File: src/rtl/spi_unit_pkg.sv
package spi_unit_pkg;
  localparam int RATE_W = 3;
  localparam int ADDR_W = 2;

  typedef enum logic [ADDR_W-1:0] {
    REG_CTRL = 2'd0,
    REG_STAT = 2'd1,
    REG_DATA = 2'd2,
    REG_NONE = 2'd3
  } reg_sel_e;

  typedef struct packed {
    logic [RATE_W-1:0] rate;
    logic              master;
    logic              en;
  } ctrl_t;

  localparam int CTRL_W = $bits(ctrl_t);

  function automatic logic rate_valid(input logic [RATE_W-1:0] r);
    return (r != '0) && (r != '1);
  endfunction
endpackage

File: src/rtl/spi_unit_sync.sv
module spi_unit_sync #(
  parameter int               WIDTH   = 1,
  parameter int               STAGES  = 2,
  parameter logic [WIDTH-1:0] RST_VAL = '0
) (
  input  logic             clk_i,
  input  logic             rst_ni,
  input  logic [WIDTH-1:0] d_i,
  output logic [WIDTH-1:0] q_o
);
  logic [WIDTH-1:0] stg_q [STAGES];

  generate
    for (genvar s = 0; s < STAGES; s++) begin : g_stage
      if (s == 0) begin : g_first
        always_ff @(posedge clk_i or negedge rst_ni) begin
          if (!rst_ni) stg_q[s] <= RST_VAL;
          else         stg_q[s] <= d_i;
        end
      end else begin : g_next
        always_ff @(posedge clk_i or negedge rst_ni) begin
          if (!rst_ni) stg_q[s] <= RST_VAL;
          else         stg_q[s] <= stg_q[s-1];
        end
      end
    end
  endgenerate

  assign q_o = stg_q[STAGES-1];
endmodule

File: src/rtl/spi_unit_clkgen.sv
module spi_unit_clkgen #(
  parameter int RATE_W = 3,
  localparam int CNT_W = (1 << RATE_W) - 1
) (
  input  logic              clk_i,
  input  logic              rst_ni,
  input  logic              run_i,
  input  logic [RATE_W-1:0] rate_i,
  output logic              tick_o
);
  logic [CNT_W-1:0] cnt_q;
  logic [CNT_W-1:0] lim;

  // half SCK period = 2^rate clock cycles
  assign lim    = CNT_W'((1 << rate_i) - 1);
  assign tick_o = run_i && (cnt_q == lim);

  always_ff @(posedge clk_i or negedge rst_ni) begin
    if (!rst_ni)     cnt_q <= '0;
    else if (!run_i) cnt_q <= '0;
    else if (tick_o) cnt_q <= '0;
    else             cnt_q <= cnt_q + CNT_W'(1);
  end

  assert property (@(posedge clk_i) disable iff (!rst_ni)
    !run_i |=> (cnt_q == '0))
    else $error("assert_div_restart_R1");
endmodule

File: src/rtl/spi_unit_engine.sv
module spi_unit_engine #(
  parameter int DATA_W = 8,
  localparam int CNT_W = $clog2(DATA_W)
) (
  input  logic              clk_i,
  input  logic              rst_ni,
  input  logic              en_i,
  input  logic              master_i,
  input  logic              rate_ok_i,
  input  logic              abort_i,
  input  logic              tick_i,
  input  logic              miso_i,
  input  logic              sck_s_i,
  input  logic              mosi_s_i,
  input  logic              ss_n_s_i,
  input  logic              load_i,
  input  logic [DATA_W-1:0] load_data_i,
  output logic              run_o,
  output logic              busy_o,
  output logic              done_o,
  output logic              sserr_o,
  output logic [DATA_W-1:0] rx_o,
  output logic              tx_bit_o,
  output logic              sck_o
);
  localparam logic [CNT_W-1:0] LAST = CNT_W'(DATA_W - 1);

  logic [DATA_W-1:0] tx_q, rx_q;
  logic [CNT_W-1:0]  cnt_q;
  logic              m_busy_q, sck_q, sck_d_q, done_q, sserr_q;
  logic              m_active, s_active, sck_rise, sck_fall;

  assign m_active = en_i && master_i && rate_ok_i && !abort_i;
  assign s_active = en_i && !master_i;
  assign sck_rise = sck_s_i && !sck_d_q;
  assign sck_fall = !sck_s_i && sck_d_q;

  always_ff @(posedge clk_i or negedge rst_ni) begin
    if (!rst_ni) begin
      tx_q     <= '0;
      rx_q     <= '0;
      cnt_q    <= '0;
      m_busy_q <= 1'b0;
      sck_q    <= 1'b0;
      sck_d_q  <= 1'b0;
      done_q   <= 1'b0;
      sserr_q  <= 1'b0;
    end else begin
      done_q  <= 1'b0;
      sserr_q <= 1'b0;
      sck_d_q <= sck_s_i;
      if (load_i) begin
        tx_q  <= load_data_i;
        cnt_q <= '0;
        if (master_i) begin
          m_busy_q <= 1'b1;
          sck_q    <= 1'b0;
        end
      end else if (m_busy_q) begin
        if (!m_active) begin
          m_busy_q <= 1'b0;
          sck_q    <= 1'b0;
          cnt_q    <= '0;
        end else if (tick_i) begin
          sck_q <= ~sck_q;
          if (!sck_q) begin
            rx_q <= {rx_q[DATA_W-2:0], miso_i};
          end else begin
            tx_q <= {tx_q[DATA_W-2:0], 1'b0};
            if (cnt_q == LAST) begin
              m_busy_q <= 1'b0;
              done_q   <= 1'b1;
              cnt_q    <= '0;
            end else begin
              cnt_q <= cnt_q + CNT_W'(1);
            end
          end
        end
      end else if (s_active) begin
        if (ss_n_s_i) begin
          // deselect mid-byte: drop partial byte
          if (cnt_q != '0) sserr_q <= 1'b1;
          cnt_q <= '0;
        end else if (sck_rise) begin
          rx_q <= {rx_q[DATA_W-2:0], mosi_s_i};
          if (cnt_q == LAST) begin
            done_q <= 1'b1;
            cnt_q  <= '0;
          end else begin
            cnt_q <= cnt_q + CNT_W'(1);
          end
        end else if (sck_fall && cnt_q != '0) begin
          tx_q <= {tx_q[DATA_W-2:0], 1'b0};
        end
      end else begin
        cnt_q <= '0;
      end
    end
  end

  assign run_o    = m_busy_q;
  assign busy_o   = m_busy_q || (s_active && !ss_n_s_i && cnt_q != '0);
  assign done_o   = done_q;
  assign sserr_o  = sserr_q;
  assign rx_o     = rx_q;
  assign tx_bit_o = tx_q[DATA_W-1];
  assign sck_o    = sck_q;

  assert property (@(posedge clk_i) disable iff (!rst_ni)
    busy_o |-> !load_i)
    else $error("assert_no_load_busy_R5");

  assert property (@(posedge clk_i) disable iff (!rst_ni)
    !m_active |=> !sck_q)
    else $error("assert_sck_idle_R2");

  assert property (@(posedge clk_i) disable iff (!rst_ni)
    ($fell(m_busy_q) && $past(m_active)) |-> done_q)
    else $error("assert_master_done_R3");

  assert property (@(posedge clk_i) disable iff (!rst_ni)
    sserr_q |-> $past(!master_i))
    else $error("assert_sserr_slave_R8");
endmodule

File: src/rtl/spi_unit_status.sv
module spi_unit_status (
  input  logic clk_i,
  input  logic rst_ni,
  input  logic en_i,
  input  logic done_i,
  input  logic wcol_set_i,
  input  logic sserr_set_i,
  input  logic modf_set_i,
  input  logic stat_rd_i,
  input  logic data_acc_i,
  output logic spif_o,
  output logic wcol_o,
  output logic sserr_o,
  output logic modf_o
);
  logic spif_q, wcol_q, sserr_q, modf_q, armed_q;
  logic clr;

  assign clr = data_acc_i && armed_q;

  always_ff @(posedge clk_i or negedge rst_ni) begin
    if (!rst_ni) begin
      spif_q  <= 1'b0;
      wcol_q  <= 1'b0;
      sserr_q <= 1'b0;
      modf_q  <= 1'b0;
      armed_q <= 1'b0;
    end else begin
      if (stat_rd_i && (spif_q || wcol_q || modf_q)) armed_q <= 1'b1;
      else if (data_acc_i)                           armed_q <= 1'b0;
      // hardware set wins over the clearing access
      spif_q  <= done_i     || (spif_q && !clr);
      wcol_q  <= wcol_set_i || (wcol_q && !clr);
      modf_q  <= modf_set_i || (modf_q && !clr);
      sserr_q <= en_i && (sserr_set_i || sserr_q);
    end
  end

  assign spif_o  = spif_q;
  assign wcol_o  = wcol_q;
  assign sserr_o = sserr_q;
  assign modf_o  = modf_q;

  assert property (@(posedge clk_i) disable iff (!rst_ni)
    done_i |=> spif_q)
    else $error("assert_spif_set_R3");

  assert property (@(posedge clk_i) disable iff (!rst_ni)
    (clr && !done_i && !wcol_set_i && !modf_set_i) |=> (!spif_q && !wcol_q && !modf_q))
    else $error("assert_clear_seq_R6");

  assert property (@(posedge clk_i) disable iff (!rst_ni)
    (sserr_q && en_i) |=> sserr_q)
    else $error("assert_sserr_sticky_R8");

  assert property (@(posedge clk_i) disable iff (!rst_ni)
    !en_i |=> !sserr_q)
    else $error("assert_sserr_disable_R8");
endmodule

File: src/rtl/spi_unit.sv
module spi_unit
  import spi_unit_pkg::*;
#(
  parameter int DATA_W      = 8,
  parameter int SYNC_STAGES = 2
) (
  input  logic              clk_i,
  input  logic              rst_ni,
  input  logic              sel_i,
  input  logic              wr_i,
  input  logic [ADDR_W-1:0] addr_i,
  input  logic [DATA_W-1:0] wdata_i,
  output logic [DATA_W-1:0] rdata_o,
  output logic              sck_o,
  output logic              sck_oe_o,
  output logic              mosi_o,
  output logic              mosi_oe_o,
  input  logic              miso_i,
  input  logic              sck_i,
  input  logic              mosi_i,
  output logic              miso_o,
  output logic              miso_oe_o,
  input  logic              ss_ni
);
  localparam int FLAG_N = 4;

  ctrl_t             ctrl_q;
  logic [DATA_W-1:0] rdbuf_q;
  logic              ss_n_s, sck_s, mosi_s;
  logic              ctrl_wr, stat_rd, data_wr, data_rd;
  logic              rate_ok, busy, load, wcol_set, modf_set;
  logic              run, tick, done, sserr_set, tx_bit, sck_q;
  logic [DATA_W-1:0] rx;
  logic              spif, wcol, sserr, modf;
  logic              master_on, slave_sel;
  logic              unused_wdata;

  spi_unit_sync #(
    .WIDTH  (3),
    .STAGES (SYNC_STAGES),
    .RST_VAL(3'b100)
  ) u_sync (
    .clk_i (clk_i),
    .rst_ni(rst_ni),
    .d_i   ({ss_ni, sck_i, mosi_i}),
    .q_o   ({ss_n_s, sck_s, mosi_s})
  );

  assign ctrl_wr = sel_i &&  wr_i && (addr_i == REG_CTRL);
  assign stat_rd = sel_i && !wr_i && (addr_i == REG_STAT);
  assign data_wr = sel_i &&  wr_i && (addr_i == REG_DATA);
  assign data_rd = sel_i && !wr_i && (addr_i == REG_DATA);

  assign rate_ok  = rate_valid(ctrl_q.rate);
  assign modf_set = ctrl_q.en && ctrl_q.master && !ss_n_s;
  assign wcol_set = data_wr && ctrl_q.en && busy;
  assign load     = data_wr && ctrl_q.en && !busy && (rate_ok || !ctrl_q.master);

  assign unused_wdata = ^wdata_i[DATA_W-1:CTRL_W];

  always_ff @(posedge clk_i or negedge rst_ni) begin
    if (!rst_ni) begin
      ctrl_q <= '0;
    end else begin
      if (ctrl_wr) ctrl_q <= ctrl_t'(wdata_i[CTRL_W-1:0]);
      if (modf_set) ctrl_q.master <= 1'b0;
    end
  end

  always_ff @(posedge clk_i or negedge rst_ni) begin
    if (!rst_ni)   rdbuf_q <= '0;
    else if (done) rdbuf_q <= rx;
  end

  spi_unit_clkgen #(
    .RATE_W(RATE_W)
  ) u_clkgen (
    .clk_i (clk_i),
    .rst_ni(rst_ni),
    .run_i (run),
    .rate_i(ctrl_q.rate),
    .tick_o(tick)
  );

  spi_unit_engine #(
    .DATA_W(DATA_W)
  ) u_engine (
    .clk_i      (clk_i),
    .rst_ni     (rst_ni),
    .en_i       (ctrl_q.en),
    .master_i   (ctrl_q.master),
    .rate_ok_i  (rate_ok),
    .abort_i    (modf_set),
    .tick_i     (tick),
    .miso_i     (miso_i),
    .sck_s_i    (sck_s),
    .mosi_s_i   (mosi_s),
    .ss_n_s_i   (ss_n_s),
    .load_i     (load),
    .load_data_i(wdata_i),
    .run_o      (run),
    .busy_o     (busy),
    .done_o     (done),
    .sserr_o    (sserr_set),
    .rx_o       (rx),
    .tx_bit_o   (tx_bit),
    .sck_o      (sck_q)
  );

  spi_unit_status u_status (
    .clk_i      (clk_i),
    .rst_ni     (rst_ni),
    .en_i       (ctrl_q.en),
    .done_i     (done),
    .wcol_set_i (wcol_set),
    .sserr_set_i(sserr_set),
    .modf_set_i (modf_set),
    .stat_rd_i  (stat_rd),
    .data_acc_i (data_wr || data_rd),
    .spif_o     (spif),
    .wcol_o     (wcol),
    .sserr_o    (sserr),
    .modf_o     (modf)
  );

  always_comb begin
    unique case (addr_i)
      REG_CTRL: rdata_o = DATA_W'(ctrl_q);
      REG_STAT: rdata_o = {spif, wcol, sserr, modf, {(DATA_W-FLAG_N){1'b0}}};
      REG_DATA: rdata_o = rdbuf_q;
      default:  rdata_o = '0;
    endcase
  end

  assign master_on = ctrl_q.en && ctrl_q.master;
  assign slave_sel = ctrl_q.en && !ctrl_q.master && !ss_n_s;

  assign sck_o     = master_on && sck_q;
  assign sck_oe_o  = master_on;
  assign mosi_o    = master_on && tx_bit;
  assign mosi_oe_o = master_on;
  assign miso_o    = slave_sel && tx_bit;
  assign miso_oe_o = slave_sel;

  assert property (@(posedge clk_i) disable iff (!rst_ni)
    $rose(modf) |-> !ctrl_q.master)
    else $error("assert_modf_drops_master_R9");

  assert property (@(posedge clk_i) disable iff (!rst_ni)
    stat_rd |-> (rdata_o[DATA_W-FLAG_N-1:0] == '0))
    else $error("assert_stat_reserved_R4");

  assert property (@(posedge clk_i) disable iff (!rst_ni)
    !ctrl_q.en |-> (!sck_oe_o && !mosi_oe_o && !miso_oe_o))
    else $error("assert_off_quiet_R11");
endmodule

File: config.mk
export PLATFORM = sky130hd
export DESIGN_NAME = spi_unit
export DESIGN_NICKNAME = d
export VERILOG_FILES = /design/src/rtl/spi_unit_pkg.sv /design/src/rtl/spi_unit_sync.sv /design/src/rtl/spi_unit_clkgen.sv /design/src/rtl/spi_unit_engine.sv /design/src/rtl/spi_unit_status.sv /design/src/rtl/spi_unit.sv
export SDC_FILE = /design/constraint.sdc
export NUM_CORES = 1
export LEC_CHECK = 0
export ABC_CLOCK_PERIOD_IN_PS = 4340
export BUFFER_PORTS_ARGS = -buffer_cell sky130_fd_sc_hd__buf_2
export CORE_ASPECT_RATIO = 1.4
export CORE_MARGIN = 3
export CORE_UTILIZATION = 55
export CTS_CLUSTER_SIZE = 25
export DETAILED_ROUTE_END_ITERATION = 8
export MAX_ROUTING_LAYER = met4
export PLACE_DENSITY = 0.76
export SLEW_MARGIN = 5
export SYNTH_ARGS = -nofsm -noshare
export SYNTH_HDL_FRONTEND = slang
export SYNTH_SLANG_ARGS = --single-unit
File: constraint.sdc
create_clock -name clk_i -period 4.34 [get_ports clk_i]
set_clock_uncertainty 0.1 [all_clocks]
set_input_delay 0.217 -clock clk_i [delete_from_list [all_inputs] [get_ports clk_i]]
set_output_delay 0.217 -clock clk_i [all_outputs]
set_load 0.05 [all_outputs]
== Yosys cells after proc, flatten, opt, wreduce, memory -nomap -nowiden ==
Index checks and enable logic that the tools add are counted.

* Bitwise operators: 2
* Equality and inequality tests: 19
* Reduce and logical (&&, ||, !) cells: 62
* Shift operators: 1
* Mux-type cells: 58
* Add/subtract/negate cells: 3

{| class="wikitable"
|+ Operators by type and width
! kind !! number
|-
| $mux W8 || 16
|-
| $logic_and A1 B1 Y1 || 31
|-
| $mux W1 || 29
|-
| $mux W3 || 9
|-
| $pmux W8 S3 || 1
|-
| $ne A3 B3 Y1 const B || 5
|-
| $mux W7 || 2
|-
| $reduce_and A7 Y1 || 2
|-
| $reduce_bool A3 Y1 || 4
|-
| $reduce_bool A2 Y1 || 5
|-
| $logic_or A1 B1 Y1 || 9
|-
| $logic_not A1 Y1 || 8
|-
| $ne A2 B2 Y1 const B || 4
|-
| $ne A4 B4 Y1 const B || 2
|-
| $add A7 B1 Y7 const B || 1
|-
| $eq A7 B7 Y1 || 1
|-
| $shl A1 B3 Y7 const A || 1
|-
| $sub A7 B2 Y7 const B || 1
|-
| $ne A3 B2 Y1 const B || 2
|-
| $reduce_and A3 Y1 || 2
|-
| $ne A5 B4 Y1 const B || 1
|-
| $add A3 B1 Y3 const B || 1
|-
| $eq A3 B3 Y1 const B || 1
|-
| $eq A2 B1 Y1 const B || 1
|-
| other kinds (5) || 6
|}

* Register bits: 55
* Input port bits: 18
* Word-level logic and storage cells: 165
* Output and inout bits: 14

== Longest topological paths before layout ==
Gate-level depths: netlist of run 1.

* Depth in word-level cells: 10
* Gate-level depth with buffers: 12

== By module ==
A second synthesis of run 1 with hierarchy kept.

* Cells, all modules: 246
* Area, all modules: 2874.0 µm²

{| class="wikitable"
|+ Modules (own cells, without submodules)
! module !! instances !! area an instance (µm²) !! cells each
|-
| spi_unit_engine || 1 || 1301.2 || 108
|-
| spi_unit || 1 || 720.7 || 64
|-
| spi_unit_clkgen || 1 || 500.5 || 52
|-
| spi_unit_status || 1 || 176.4 || 13
|-
| spi_unit_sync || 1 || 175.2 || 9
|}

== Least setup slack after synthesis of run 1 ==
No wires, ideal clock.

* Path kind: register -> register
* From: reg ctrl_q[0] (netlist bit)
* To: reg u_engine.rx_q[1] (netlist: u_engine.rx_o[1])
* Cell stages (with the launch flop): 8
* Setup slack: 0.763 ns
* Data required time: 4.115 ns
* Path buffers: 1
* Data arrival time: 3.352 ns
* Cells stage by stage: dfrtp_1 clkbuf_1 nor3b_1 a21oi_1 a32oi_1 o21ai_0 o21ai_2 mux2_2

* Cells in the longest elaborated chain, start to end: 9

{| class="wikitable"
|+ RTL lines
! what !! RTL line !! source
|-
| from (decl) || spi_unit.sv:27 || <nowiki>ctrl_t ctrl_q;</nowiki>
|-
| from (signal assigned) || spi_unit.sv:65 || <nowiki>if (ctrl_wr) ctrl_q <= ctrl_t'(wdata_i[CTRL_W-1:0]);</nowiki>
|-
| $logic_and A1 B1 Y1 (2 in series) || -- ||
|-
| named net miso_oe_o || spi_unit.sv:22 || <nowiki>output logic miso_oe_o,</nowiki>
|-
| $logic_and A1 B1 Y1 || spi_unit_engine.sv:102 || <nowiki>assign busy_o = m_busy_q || (s_active && !ss_n_s_i && cnt_q != '0);</nowiki>
|-
| $logic_or A1 B1 Y1 || spi_unit_engine.sv:102 ||
|-
| $logic_not A1 Y1 || spi_unit.sv:57 || <nowiki>assign load = data_wr && ctrl_q.en && !busy && (rate_ok || !ctrl_q.master);</nowiki>
|-
| $logic_and A1 B1 Y1 (2 in series) || spi_unit.sv:57 ||
|-
| $not A1 Y1 (no source line) || -- ||
|-
| $reduce_and A7 Y1 (no source line) || -- ||
|-
| to (signal assigned) || spi_unit_engine.sv:67 || <nowiki>rx_q <= {rx_q[DATA_W-2:0], miso_i};</nowiki>
|-
| to (signal assigned) || spi_unit_engine.sv:85 || <nowiki>rx_q <= {rx_q[DATA_W-2:0], mosi_s_i};</nowiki>
|-
| to (decl) || spi_unit_engine.sv:28 || <nowiki>logic [DATA_W-1:0] tx_q, rx_q;</nowiki>
|}

The timed path passes the listed nets, and every way through them passes these cells.
A chain may end at the register's enable or synchronous reset.

== Final worst setup path of run 1 ==
* From: reg ctrl_q[4] (netlist bit)
* To: reg u_engine.cnt_q[2]

* Cells in the longest elaborated chain, start to end: 7

{| class="wikitable"
|+ RTL lines
! what !! RTL line !! source
|-
| parallel branches: the longest is 7 deep, another holds $sub A7 B2 Y7 || -- ||
|-
| to (signal assigned) || spi_unit_engine.sv:75 || <nowiki>cnt_q <= cnt_q + CNT_W'(1);</nowiki>
|-
| to (signal assigned) || spi_unit_engine.sv:90 || <nowiki>cnt_q <= cnt_q + CNT_W'(1);</nowiki>
|-
| to (decl) || spi_unit_engine.sv:29 || <nowiki>logic [CNT_W-1:0] cnt_q;</nowiki>
|}

Parallel ways; which one is timed is not known.

==> results of run 1 <==
-- cell type report --
| class | instances | area, µm² | share of cell area |
|---|---|---|---|
| clock buffer | 7 | 76.3 | 0.0241 |
| clock inverter | 1 | 5.00 | 0.00158 |
| inverter | 11 | 41.3 | 0.0130 |
| multi-input combinational | 204 | 1390 | 0.437 |
| sequential | 55 | 1380 | 0.435 |
| tap | 64 | 80.1 | 0.0253 |
| timing repair buffer | 36 | 203 | 0.0639 |
-- cells in the final DEF (no fill, tap or decap), types with 3 or more instances in the layout --
cell,count
nor2b_1,4
mux2_2,26
nand2b_1,3
a21oi_1,6
nand3_1,10
or3_1,3
nor3_1,6
o21ai_0,10
inv_1,11
dlygate4sd3_1,4
and3_1,6
nand2_1,40
ha_1,5
xnor2_1,5
a22o_1,3
clkbuf_8,5
buf_2,31
mux2i_1,7
xor2_1,5
or2_2,3
dfrtp_1,53
nor2_1,24
-- worst max path at each step --
stage	startpoint	endpoint
2_1_floorplan	ctrl_q[0]$_DFFE_PN0P_	u_engine.rx_o[1]$_DFFE_PN0P_
3_3_place_gp	ctrl_q[2]$_DFFE_PN0P_	u_engine.cnt_q[2]$_DFFE_PN0P_
3_5_place_dp	ctrl_q[4]$_DFFE_PN0P_	u_engine.cnt_q[2]$_DFFE_PN0P_
4_1_cts	ctrl_q[4]$_DFFE_PN0P_	u_engine.tx_q[2]$_DFFE_PN0P_
5_1_grt	ctrl_q[4]$_DFFE_PN0P_	u_engine.tx_q[7]$_DFFE_PN0P_
6_report	ctrl_q[4]$_DFFE_PN0P_	u_engine.cnt_q[2]$_DFFE_PN0P_
-- worst min-delay path: stages --
cell     delay, ns
buf_2         0.09
nand2_1       0.04
o21ai_0       0.06
-- per-layer routing --
metal	routed length, µm	part of all wire	vias to the layer above	track usage
li1	-	-	1045	-
met1	2500	0.43	1066	0.269
met2	2930	0.51	54	0.332
met3	181	0.031	11	0.0306
met4	159	0.028	0	0.0795
met5	0	0	-	-
-- state kept, by name (all words and copies together) (netlist names) --
signal / count
u_sync.stg_q: 3
u_sync.q_o: 3
ctrl_q: 5
u_clkgen.cnt_q: 7
u_engine.sck_o: 1
u_status.wcol_o: 1
u_engine.done_o: 1
u_engine.cnt_q: 3
u_status.modf_o: 1
u_engine.sck_d_q: 1
u_engine.run_o: 1
rdbuf_q: 8
u_status.sserr_o: 1
u_engine.rx_o: 8
u_status.spif_o: 1
u_status.armed_q: 1
u_engine.sserr_o: 1
u_engine.tx_q: 8
-- power groups by stage --
| stage | combinational (W) | sequential, W | clock [W] |
|---|---|---|---|
| floorplan | 0.000301 | 0.000624 | 0 |
| global placement | 0.000326 | 0.000670 | 0 |
| detailed placement | 0.000335 | 0.000675 | 0 |
| CTS | 0.000339 | 0.000664 | 0.000276 |
| global route | 0.000376 | 0.000677 | 0.000297 |
| finish | 0.000336 | 0.000665 | 0.000268 |
-- cell families (layout without fill, tap and decap cells) --
logic type / count (synthesis) / count (layout) / synth area share
xor+xnor: 10 / 10 / 0.0304
fa+ha+maj: 5 / 5 / 0.0217
compound gates: 41 / 41 / 0.106
flops: 55 / 55 / 0.479
mux: 34 / 34 / 0.130
buf+inv: 26 / 55 / 0.0404
simple gates: 114 / 114 / 0.194
-- repair_timing --
action	CTS	global route
gates resized for setup	0	0
endpoints found under the hold margin	56	0
hold buffers	4	0
-- per-stage QoR --
stage | total power, W | utilization | instances
after floorplan | 0.000925 | - | 285
after detailed placement | 0.00101 | 0.615 | 366
after CTS | 0.00128 | 0.640 | 378
after global placement | 0.000996 | 0.615 | 366
after global routing | 0.00135 | 0.640 | 378
final | 0.00127 | 0.640 | 378
==> impl_metrics.py, run 1 <==
metrics = {
    "critical_path": {
        "setup.worst_path.end_class": "flop",
        "critical_path_buf_inv_count": 1,
        "worstPathMaxFanout": 15,
        "cp-start-kind": "flop",
        "crit_required_ns": 4.43,
        "worstSetupPathDepth": 9,
        "rr_startpoint": "ctrl_q[4]$_DFFE_PN0P_",
        "cp_cell_sequence": "nor3_1, inv_1, ha_1, xnor2_1, or4b_1, a31o_2, a2111oi_1, o21a_1, mux2_1",
        "rr_endpoint": "u_engine.cnt_q[2]$_DFFE_PN0P_",
        "timing.critical_path.slowest_cell_delay_ns": 0.63,
        "timing.reg2reg.worst_path_depth": 9,
        "criticalPathCategory": "flop to flop",
        "cpMaxStageDelayCell": "a2111oi_1",
        "timing.critical_path.arrival_ns": 3.81,
        "timing.critical_path.max_delay_family": "compound AO/OA/AOI/OAI gates",
        "regToRegSetupSlack_ns": 0.63,
    },
    "synth": {
        "synth_cell_types": 52,
        "synth_warnings": 0,
        "netlist.area_leader.share": 0.460,
        "synth_nets": 308,
        "ys_seq_elements": 55,
        "syn-instance-count": 285,
        "synth.largest_area_cell": "dfrtp_1",
        "synth_enable_flop_cells": 0,
        "synth_sequential_area_ratio": 0.479,
        "netlist_area_um2": 2880,
        "average_cell_area_after_synthesis_um2": 10.1,
        "yosys.cell_count.top_type": "dfrtp_1",
        "most_frequent_cells_after_synthesis": "53 x dfrtp_1, 40 x nand2_1, 26 x mux2_2",
        "synth.top_cells.by_area": "dfrtp_1 46%, mux2_2 10%, nand2_1 5.2%",
        "postSynth.topFlopCell": "dfrtp_1",
        "asyncSetResetFlopFracSynth": 1.00,
    },
    "global_route": {
        "grt_antenna_before_repair": 0,
        "grt_usage": 0.210,
        "grt_max_degree": 56,
        "first_global_vias": 2048,
        "global_route.overflow_total": 0,
        "first_pass_grt_wire_length_mm": 9.74,
    },
    "min_path": {
        "hp-class": "primary input to flop",
        "worstHoldPathCells": 3,
        "hold_path.startpoint": "wdata_i[0]",
        "worst_hold_path.endpoint": "u_engine.tx_q[0]$_DFFE_PN0P_",
    },
    "floorplanning": {
        "die_area_um2": 6160,
        "io_pins": 32,
        "design.core.area_um2": 4950,
        "die_w_um": 67.2,
        "die_h_um": 91.6,
        "placementRows": 30,
        "initial_utilization": 0.582,
    },
    "place": {
        "placement.setup.worst_slack_ns": 0.625,
        "numPortBuffers": 31,
        "postPlaceCellArea_um2": 3050,
        "gp_routability_congestion": 0.895,
        "detailed_place_hpwl_mm": 4.24,
    },
    "clock_tree": {
        "clock_latency_ns": 0.30,
        "cts_made_buffers": 5,
        "cts_tree": "yes",
        "cts.clk_slew.worst_paths_ns": 0.09,
        "post-cts-setup-buffers": 0,
        "h_tree_depth": 2,
        "clock_sink_count": 55,
        "cts_root_buffer": "clkbuf_8",
        "cts.path.max_buffers": 2,
    },
    "power": {
        "p_int_w": 0.000835,
        "power_leakage_nw": 1.55,
        "power-per-cell-area_nw_per_um2": 400,
        "pwr-share-clk": 0.211,
        "power.combinational.fraction": 0.265,
        "psw_w": 0.000435,
        "power.switching_fraction": 0.342,
        "pwr-share-seq": 0.524,
        "vdd_ir_drop_max_mv": 0.299,
    },
    "drt": {
        "num_vias": 2176,
        "first_pass_iters": 4,
        "route.antenna.remaining_nets": 0,
        "drt-wirelength-per-cell_um": 15.3,
        "postRouteWirelength_mm": 5.77,
        "post-route-drc-count": 0,
        "detail_route.vias_per_cell": 5.76,
        "initial_detailed_routing_violation_count": 149,
    },
    "sta": {
        "final_hold_viol_count": 0,
        "rsz0062_at_grt": "false",
        "finalWorstPathRequiredPeriod_ns": 3.71,
        "setup_violations": 0,
        "maxSlewHeadroom": 0.547,
        "finalCritPeriodShare": 0.856,
        "layout_setup_ws_ns": 0.626,
        "fmaxAchievable_ghz": 0.269,
        "timing_max_transition_violations_final": 0,
        "max_slew.worst_pin.slew_ns": 0.679,
        "setup-tns-final_ns": 0,
        "hold-worst-slack_ns": 0.0437,
    },
    "cells_and_area": {
        "final_area_um2": 3170,
        "final.fill_count": 441,
        "layout-drive-gt1-share": 0.239,
        "number_of_nets_at_the_end_of_the_flow": 336,
        "antenna_cells": 0,
        "area_growth_syn_to_fin_pct": 10.0,
    },
    "flow_run": {
        "drv.max_cap_violation_count": 0,
    },
    "status": {
        "outcome": "finished, final reports clean",
    },
}
Note: power is estimated with default switching activity, not from simulation.
==> run 2, diff against run 1 <==
--- a/config.mk
+++ b/config.mk
@@ -10,6 +10,7 @@
 export CORE_ASPECT_RATIO = 1.4
 export CORE_MARGIN = 3
 export CORE_UTILIZATION = 55
+export CTS_BUF_LIST = sky130_fd_sc_hd__clkbuf_2 sky130_fd_sc_hd__clkbuf_4 sky130_fd_sc_hd__clkbuf_8
 export CTS_CLUSTER_SIZE = 25
 export DETAILED_ROUTE_END_ITERATION = 8
 export MAX_ROUTING_LAYER = met4
==> run 2 against run 1 <==
Flip-flop and latch count unchanged. Critical endpoint unchanged. Utilization is 0.15 points higher. Cell area up 0.24%. Count of clock-buffer cells in the layout is the same. Setup slack got worse by 0.014 ns. Sequential power about the same. Via count down 0.23%. Clock power grew 5%. Routed wire length increased by 0.31%. Die area unchanged. Maximum frequency fell by 0.38%.
==> impl_metrics.py, run 2 (synthesis gave the netlist of run 1 again) <==
metrics = {
    "critical_path": {
        "cpMaxStageDelayCell": "a2111oi_1",
        "timing.critical_path.slowest_cell_delay_ns": 0.65,
        "timing.critical_path.arrival_ns": 3.82,
        "worstPathMaxFanout": 14,
        "cp_cell_sequence": "nor3_1, inv_1, ha_1, xnor2_1, or4b_1, a31o_2, a2111oi_1, o21a_1, mux2_1",
        "timing.critical_path.max_delay_family": "compound AO/OA/AOI/OAI gates",
        "crit_required_ns": 4.43,
        "critical_path_buf_inv_count": 1,
        "timing.reg2reg.worst_path_depth": 9,
        "crit_path_start": "ctrl_q[2]$_DFFE_PN0P_",
        "worstSetupPathDepth": 9,
        "setup.worst_path.end_class": "flop",
        "cp-start-kind": "flop",
        "criticalPathCategory": "flop to flop",
        "rr_startpoint": "ctrl_q[2]$_DFFE_PN0P_",
    },
    "drt": {
        "first_pass_iters": 4,
        "post-route-drc-count": 0,
        "drt-wirelength-per-cell_um": 15.3,
        "detail_route.vias_per_cell": 5.74,
        "route.antenna.remaining_nets": 0,
        "postRouteWirelength_mm": 5.79,
        "num_vias": 2171,
        "initial_detailed_routing_violation_count": 142,
    },
    "power": {
        "power_leakage_nw": 1.56,
        "power-per-cell-area_nw_per_um2": 403,
        "design_power_total_w": 0.00128,
        "vdd_ir_drop_max_mv": 0.298,
    },
    "floorplanning": {
        "initial_utilization": 0.582,
        "placementRows": 30,
        "die_h_um": 91.6,
        "die_area_um2": 6160,
        "design.core.area_um2": 4950,
        "io_pins": 32,
        "die_w_um": 67.2,
    },
    "place": {
        "postPlaceCellArea_um2": 3050,
        "gp_routability_congestion": 0.895,
        "placedCellCount": 366,
        "numPortBuffers": 31,
        "detailed_place_hpwl_mm": 4.24,
    },
    "cells_and_area": {
        "layout-drive-gt1-share": 0.245,
        "final_area_um2": 3180,
        "most-common-layout-cells": "53 x dfrtp_1, 40 x nand2_1, 31 x buf_2",
        "layout.cells.most_common": "dfrtp_1",
        "number_of_nets_at_the_end_of_the_flow": 336,
        "fin_cells": 378,
        "area_growth_syn_to_fin_pct": 10.3,
        "antenna_cells": 0,
        "postLayoutCoreUtil": 0.641,
    },
    "sta": {
        "setup-tns-final_ns": 0,
        "timing_max_transition_violations_final": 0,
        "finalWorstPathRequiredPeriod_ns": 3.73,
        "fmaxAchievable_ghz": 0.268,
        "final_hold_viol_count": 0,
        "rsz0062_at_grt": "false",
        "maxSlewHeadroom": 0.542,
        "max_slew.worst_pin.slew_ns": 0.687,
        "finalCritPeriodShare": 0.859,
        "setup_violations": 0,
    },
    "clock_tree": {
        "clock_latency_ns": 0.30,
        "cts.clk_slew.worst_paths_ns": 0.09,
        "post-cts-setup-buffers": 0,
        "ctsHoldBuffers": 4,
        "clock_sink_count": 55,
        "cts_made_buffers": 5,
        "h_tree_depth": 2,
        "cts_root_buffer": "clkbuf_8",
        "cts.path.max_buffers": 2,
        "post_cts.resized_instances": 0,
        "cts_tree": "yes",
    },
    "global_route": {
        "grt_usage": 0.210,
        "grt_max_degree": 56,
        "grt_antenna_before_repair": 0,
        "global_route.overflow_total": 0,
        "first_pass_grt_wire_length_mm": 9.74,
        "first_global_vias": 2042,
    },
    "min_path": {
        "worstHoldPathCells": 3,
        "hold_path.startpoint": "wdata_i[0]",
        "hp-class": "primary input to flop",
    },
    "status": {
        "outcome": "finished, final reports clean",
    },
    "flow_run": {
        "drv.max_cap_violation_count": 0,
    },
}
[run 2: cell count changes in the layout (fill, tap and decap cells not counted)]
cell,previous run,this run
clkbuf_4,0,2
clkbuf_1,2,0
[run 2: final cells by class]
class	instances	area [µm²]
fillers	438	1780
multi-input cells	204	1390
flip-flops and latches	55	1380
repair buffers	36	203
clock buffers	7	83.8
well taps	64	80.1
inverters	11	41.3
clock inverters	1	5.00
[run 2: power breakdown]
group	switching, W	internal [W]
Combinational	0.000196	0.000140
Sequential	0.0000833	0.000581
Clock	0.000155	0.000126
Total	0.000434	0.000847
[run 2: path summary, 6_finish.rpt]
kind | to | slack (ns)
setup / recovery | u_engine.cnt_q[2]$_DFFE_PN0P_ | 0.61
hold / removal | u_engine.tx_q[0]$_DFFE_PN0P_ | 0.04
setup reg to reg | u_engine.cnt_q[2]$_DFFE_PN0P_ | 0.61
hold reg to reg | u_sync.q_o[1]$_DFF_PN0_ | 0.26
max in group asynchronous | ctrl_q[2]$_DFFE_PN0P_ | 3.21
min in group asynchronous | u_engine.rx_o[3]$_DFFE_PN0P_ | 0.46
[run 2: per-stage QoR]
stage	worst slack, ns	hold WS (ns)
after CTS	0.611	0.0446
after floorplan	0.763	-0.179
final	0.612	0.0437
after global routing	0.415	0.0663
after detailed placement	0.625	0.226
after global placement	0.732	0.222
[run 2: tightest hold or removal path, cell delays in order]
cell     delay (ns)
buf_2          0.09
nand2_1        0.04
o21ai_0        0.06
[run 2: per-layer routing]
| metal | global-route usage | vias to the layer above | wire [µm] |
|---|---|---|---|
| met2 | 0.333 | 49 | 2930 |
| met3 | 0.0306 | 8 | 197 |
| met1 | 0.269 | 1066 | 2520 |
| met4 | 0.0778 | 0 | 132 |
| li1 | - | 1048 | - |
| met5 | - | - | 0 |
